File: src/rtl/bcg_pkg.sv
package bcg_pkg;

  // Configuration held after a mode load
  typedef struct packed {
    logic [1:0] lenLog2;
    logic       fullPage;
    logic       interleave;
  } modeCfg_t;

  // Configuration frozen for the burst in progress
  typedef struct packed {
    modeCfg_t mode;
    logic     wide;
  } burstCfg_t;

  // Strobes from control to datapath
  typedef struct packed {
    logic load;
    logic step;
  } bcgStrobe_t;

  function automatic modeCfg_t decodeOp(input logic [3:0] op);
    modeCfg_t cfg;
    cfg.interleave = op[3];
    cfg.fullPage   = 1'b0;
    case (op[2:0])
      3'b000:  cfg.lenLog2 = 2'd0;
      3'b001:  cfg.lenLog2 = 2'd1;
      3'b010:  cfg.lenLog2 = 2'd2;
      3'b011:  cfg.lenLog2 = 2'd3;
      3'b111: begin
        cfg.lenLog2  = 2'd0;
        cfg.fullPage = 1'b1;
      end
      default: cfg.lenLog2 = 2'd0;
    endcase
    return cfg;
  endfunction

endpackage

File: src/rtl/bcg_ctrl.sv
module bcg_ctrl
  import bcg_pkg::*;
#(
  parameter int OP_W  = 4,
  parameter int REM_W = 3
) (
  input  logic            clk,
  input  logic            rstN,
  input  logic            modeLoad,
  input  logic [OP_W-1:0] modeOp,
  input  logic            start,
  input  logic            stop,
  input  logic            wideCol,
  output bcgStrobe_t      strobe,
  output burstCfg_t       activeCfg,
  output logic            busy,
  output logic            lastBeat
);

  modeCfg_t          modeCfg;
  logic [REM_W-1:0]  remain;
  logic [REM_W-1:0]  startRemain;

  // Beats left after the first one, for a fixed-length burst
  assign startRemain = modeCfg.fullPage ? '0
                     : REM_W'(({{REM_W{1'b0}}, 1'b1} << modeCfg.lenLog2) - 1'b1);

  always_ff @(posedge clk or negedge rstN) begin
    if (!rstN) begin
      modeCfg <= '0;
    end else if (modeLoad) begin
      modeCfg <= decodeOp(modeOp[3:0]);
    end
  end

  always_ff @(posedge clk or negedge rstN) begin
    if (!rstN) begin
      busy      <= 1'b0;
      remain    <= '0;
      activeCfg <= '0;
    end else if (start) begin
      busy      <= 1'b1;
      remain    <= startRemain;
      activeCfg <= '{mode: modeCfg, wide: wideCol};
    end else if (stop) begin
      busy <= 1'b0;
    end else if (busy) begin
      if (!activeCfg.mode.fullPage && remain == '0) begin
        busy <= 1'b0;
      end else if (!activeCfg.mode.fullPage) begin
        remain <= remain - 1'b1;
      end
    end
  end

  always_comb begin
    strobe.load = start;
    strobe.step = busy && !start && !stop;
    lastBeat    = busy && !activeCfg.mode.fullPage && (remain == '0);
  end

endmodule

File: src/rtl/bcg_dpath.sv
module bcg_dpath
  import bcg_pkg::*;
#(
  parameter int COL_W    = 9,
  parameter int NARROW_W = 8
) (
  input  logic             clk,
  input  logic             rstN,
  input  bcgStrobe_t       strobe,
  input  burstCfg_t        cfg,
  input  logic [COL_W-1:0] startCol,
  input  logic             colValid,
  output logic [COL_W-1:0] colAddr
);

  localparam logic [COL_W-1:0] NARROW_MASK = COL_W'((1 << NARROW_W) - 1);
  localparam logic [COL_W-1:0] WIDE_MASK   = '1;

  logic [COL_W-1:0] base;
  logic [COL_W-1:0] idx;
  logic [COL_W-1:0] colMask;
  logic [COL_W-1:0] lowMask;
  logic [COL_W-1:0] lowPart;
  logic [COL_W-1:0] nextAddr;

  always_ff @(posedge clk or negedge rstN) begin
    if (!rstN) begin
      base <= '0;
      idx  <= '0;
    end else if (strobe.load) begin
      base <= startCol;
      idx  <= '0;
    end else if (strobe.step) begin
      idx <= idx + 1'b1;
    end
  end

  always_comb begin
    colMask = cfg.wide ? WIDE_MASK : NARROW_MASK;
    if (cfg.mode.fullPage) begin
      lowMask = colMask;
    end else begin
      lowMask = ({{(COL_W-1){1'b0}}, 1'b1} << cfg.mode.lenLog2) - 1'b1;
    end
    if (cfg.mode.interleave && !cfg.mode.fullPage) begin
      lowPart = base ^ idx;
    end else begin
      lowPart = base + idx;
    end
    nextAddr = ((base & ~lowMask) | (lowPart & lowMask)) & colMask;
    colAddr  = colValid ? nextAddr : '0;
  end

endmodule

File: src/rtl/burst_col_gen.sv
module burst_col_gen
  import bcg_pkg::*;
#(
  parameter int COL_W    = 9,
  parameter int NARROW_W = 8,
  parameter int OP_W     = 4
) (
  input  logic             clk,
  input  logic             rstN,
  input  logic             modeLoad,
  input  logic [OP_W-1:0]  modeOp,
  input  logic             start,
  input  logic [COL_W-1:0] startCol,
  input  logic             stop,
  input  logic             wideCol,
  output logic [COL_W-1:0] colAddr,
  output logic             colValid,
  output logic             lastBeat
);

  bcgStrobe_t strobe;
  burstCfg_t  activeCfg;

  bcg_ctrl #(.OP_W(OP_W), .REM_W(3)) ctrl_i (
    .clk       (clk),
    .rstN      (rstN),
    .modeLoad  (modeLoad),
    .modeOp    (modeOp),
    .start     (start),
    .stop      (stop),
    .wideCol   (wideCol),
    .strobe    (strobe),
    .activeCfg (activeCfg),
    .busy      (colValid),
    .lastBeat  (lastBeat)
  );

  bcg_dpath #(.COL_W(COL_W), .NARROW_W(NARROW_W)) dpath_i (
    .clk      (clk),
    .rstN     (rstN),
    .strobe   (strobe),
    .cfg      (activeCfg),
    .startCol (startCol),
    .colValid (colValid),
    .colAddr  (colAddr)
  );

endmodule

File: config.mk
export PLATFORM = sky130hd
export DESIGN_NAME = burst_col_gen
export DESIGN_NICKNAME = d
export VERILOG_FILES = /design/src/rtl/bcg_pkg.sv /design/src/rtl/bcg_ctrl.sv /design/src/rtl/bcg_dpath.sv /design/src/rtl/burst_col_gen.sv
export SDC_FILE = /design/constraint.sdc
export NUM_CORES = 1
export LEC_CHECK = 0
export BUFFER_PORTS_ARGS = -buffer_cell sky130_fd_sc_hd__buf_2
export CELL_PAD_IN_SITES_DETAIL_PLACEMENT = 2
export CELL_PAD_IN_SITES_GLOBAL_PLACEMENT = 2
export CORE_MARGIN = 10
export CORE_UTILIZATION = 38
export DETAILED_ROUTE_END_ITERATION = 10
export GPL_TIMING_DRIVEN = 1
export PLACE_DENSITY = 0.9
export SYNTH_ARGS = -nofsm -noshare
export SYNTH_HDL_FRONTEND = slang
export SYNTH_SLANG_ARGS = --single-unit
File: constraint.sdc
create_clock -name clk -period 4.3 [get_ports clk]
set_input_delay 0.43 -clock clk [delete_from_list [all_inputs] [get_ports clk]]
set_output_delay 0.43 -clock clk [all_outputs]
set_load 0.02 [all_outputs]
==> results.py <==
metrics = {
    "routing": {
        "first_pass_iters": 4,
        "avgRoutedWirePerCell_microns": 20.4,
        "vias": 1747,
        "drc": 0,
        "avgViaCountPerCell": 5.51,
        "ant_nets": 0,
        "wl_microns": 6460,
        "drt_iter0_markers": 74,
    },
    "logic_synthesis": {
        "synthXorXnorAreaFrac": 0.0520,
        "synth_area_leaders": "dfrtp_1 38%, ha_1 8.1%, mux2_2 7.8%, nor2_1 5.2%, o21ai_0 4.0%",
        "yosysUniqueCellTypes": 46,
        "synth-seq-cells": 31,
        "synthFlopType": "dfrtp_1",
        "netlist_instances": 217,
        "async_flop_share": 1.00,
        "yosys_warnings": 0,
        "synth_top_area_frac": 0.384,
        "synthMuxAreaShare": 0.0830,
        "yosys.area.top_type": "dfrtp_1",
        "syn_avg_cell_area_sq_um": 9.31,
        "ys_seq_area_frac": 0.384,
        "synth_nets": 250,
        "synth-compound-area-share": 0.165,
        "synth_simple_gate_area_frac": 0.185,
        "synth_edf_count": 0,
        "synth_common_cells": "31 x dfrtp_1, 28 x nor2_1, 16 x o21ai_0",
        "syn_area_sq_mm": 0.00202,
        "synth_most_common_cell": "dfrtp_1",
        "synthAdderAreaFrac": 0.0905,
        "synth_top_family_by_area": "simple AND/OR/NAND/NOR gates",
    },
    "finish": {
        "final_cells": 317,
        "drive_above_1_share": 0.227,
        "nets": 279,
        "diodes": 0,
        "area_delta_synth_final_pct": 15.1,
        "fillerInstances": 604,
    },
    "critical_path": {
        "worstPathArrival_ns": 2.63,
        "required_ns": 3.87,
        "critPathLaunch": "dpath_i.idx[0]",
        "cp_max_fo": 6,
        "r2r_setup_slack_ns": 2.09,
        "rr_worst_depth": 5,
        "critPathKind": "flip-flop to output pin",
        "critPathCapture": "colAddr[8]",
        "crit-reg2reg-launch": "ctrl_i.busy",
        "cp-end-kind": "output pin",
        "startpoint_type": "flip-flop",
        "timing.rr.end": "dpath_i.idx[5]",
    },
    "floorplan": {
        "io_pins": 30,
        "rows": 26,
        "coreArea_sq_mm": 0.00514,
        "initial_core_util": 0.393,
        "die_area_sq_mm": 0.00863,
        "die_w_microns": 92.9,
        "die-height_microns": 92.9,
    },
    "power": {
        "finalPower_w": 0.000886,
        "leakagePower_nw": 1.08,
        "power_per_cell_area_mw_per_mm2": 381,
        "ir_worst_vdd_mv": 0.174,
    },
    "grt": {
        "grt_pass1_vias": 2020,
        "grt_pass1_wl_microns": 10800,
        "grtUsageTotal": 0.157,
        "grt_max_degree": 36,
        "antenna_found_initial": 0,
        "grt-ovfl-total": 0,
    },
    "sta": {
        "max_slew_margin": 0.514,
        "fin_crit_ns": 3.06,
        "fmax_ghz": 0.327,
        "worst_pin_slew_ns": 0.729,
        "final_hold_viol_count": 0,
        "slew_violations": 0,
        "finalSetupTns_ns": 0,
        "finalClockSkew_ns": 0.00637,
        "post-route-period-util": 0.712,
        "rsz0062_at_grt": "false",
        "setup-violations-final": 0,
    },
    "placed_design": {
        "dp.cells": 309,
        "io_buffers": 29,
        "gp_congestion": 0.821,
        "post-dp-hpwl_microns": 4650,
    },
    "cts": {
        "ctsRootBufferMaster": "clkbuf_8",
        "post_cts_buffers": 0,
        "worst_skew_pair.late_latency_ns": 0.28,
        "cts.sinks": 31,
        "clkTransAtPathRegs_ns": 0.07,
        "h-tree-depth": 2,
        "cts.path.max_buffers": 2,
        "cts_hold_buf": 0,
        "numCtsBuffers": 5,
        "cts_resized": 0,
        "cts_tree": "built",
    },
    "run_status": {
        "status": "complete, no violations",
    },
    "min_path": {
        "hold_class": "primary input to asynchronous set/reset pin",
    },
    "job": {
        "drv_cap": 0,
    },
}
==> state kept, by name (all words and copies together), names as in the netlist <==
signal / cells
dpath_i.idx: 9
ctrl_i.modeCfg: 4
dpath_i.base: 9
ctrl_i.activeCfg: 5
ctrl_i.busy: 1
ctrl_i.remain: 3
==> cells by family (layout without fill, tap and decap cells) <==
family / Yosys count / count (layout)
xor+xnor: 12 / 12
compound gates: 51 / 51
simple gates: 73 / 73
flops: 31 / 31
mux: 15 / 15
fa+ha+maj: 14 / 14
buf+inv: 21 / 51
==> cells in the final DEF (no fill, tap or decap), drive strengths merged, types with 3 or more instances in the layout <==
| master | instances |
|---|---|
| nand4 | 5 |
| o211ai | 3 |
| dfrtp | 31 |
| clkbuf | 8 |
| or2 | 3 |
| nand2b | 4 |
| nand3b | 3 |
| xnor2 | 5 |
| nand2 | 12 |
| o21ai | 16 |
| a211oi | 5 |
| nor2b | 6 |
| xor2 | 7 |
| nor2 | 29 |
| buf | 29 |
| a21oi | 12 |
| inv | 14 |
| mux2 | 14 |
| ha | 13 |
==> worst min path at each step <==
stage	slack, ns	end	cells past startpoint
after floorplan	0.13	ctrl_i.activeCfg[0]	0
after global placement	0.49	ctrl_i.activeCfg[1]	1
after detailed placement	0.51	ctrl_i.activeCfg[1]	1
after CTS	0.22	dpath_i.idx[5]	1
after global routing	0.26	dpath_i.idx[4]	1
final	0.20	dpath_i.idx[5]	1
==> metal layers <==
layer | part of all wire | GRT usage | up-vias
li1 | - | - | 825
met1 | 0.44 | 0.195 | 886
met2 | 0.51 | 0.265 | 28
met3 | 0.033 | 0.0266 | 8
met4 | 0.015 | 0.0578 | 0
met5 | 0 | 0 | -
==> critical path, cell delays in order (launching register included) <==
cell and delay, ns:
dfrtp_1 0.46, ha_1 0.20, inv_1 0.05, fa_1 0.39, nand2b_1 0.20, a21oi_1 0.18, o31ai_2 0.12, o22a_1 0.23
or3b_1 0.36, buf_2 0.17
==> cell type report <==
type                            instances  area (sq um)  share of cell area
Multi-Input combinational cell        165          1160               0.500
Sequential cell                        31           776               0.334
Timing Repair Buffer                   29           145              0.0625
Clock buffer                            8           100              0.0431
Tap cell                               70          87.6              0.0377
Inverter                               14          52.6              0.0226
==> per-stage QoR <==
stage	hold slack (ns)	util	instance area [sq um]	setup WS (ns)
floorplan	0.134	-	2020	1.80
CTS	0.222	0.452	2320	1.22
global route	0.258	0.452	2320	1.05
global placement	0.493	0.433	2220	1.64
finish	0.204	0.452	2320	1.24
detailed placement	0.507	0.433	2220	1.58
==> where the power goes <==
part | total [W] | internal (W) | switching, W
Combinational | 0.000267 | 0.000108 | 0.000159
Clock | 0.000257 | 0.000146 | 0.000111
Sequential | 0.000362 | 0.000323 | 0.0000391
Total | 0.000886 | 0.000577 | 0.000309
Power figures use the tool's default switching activity.
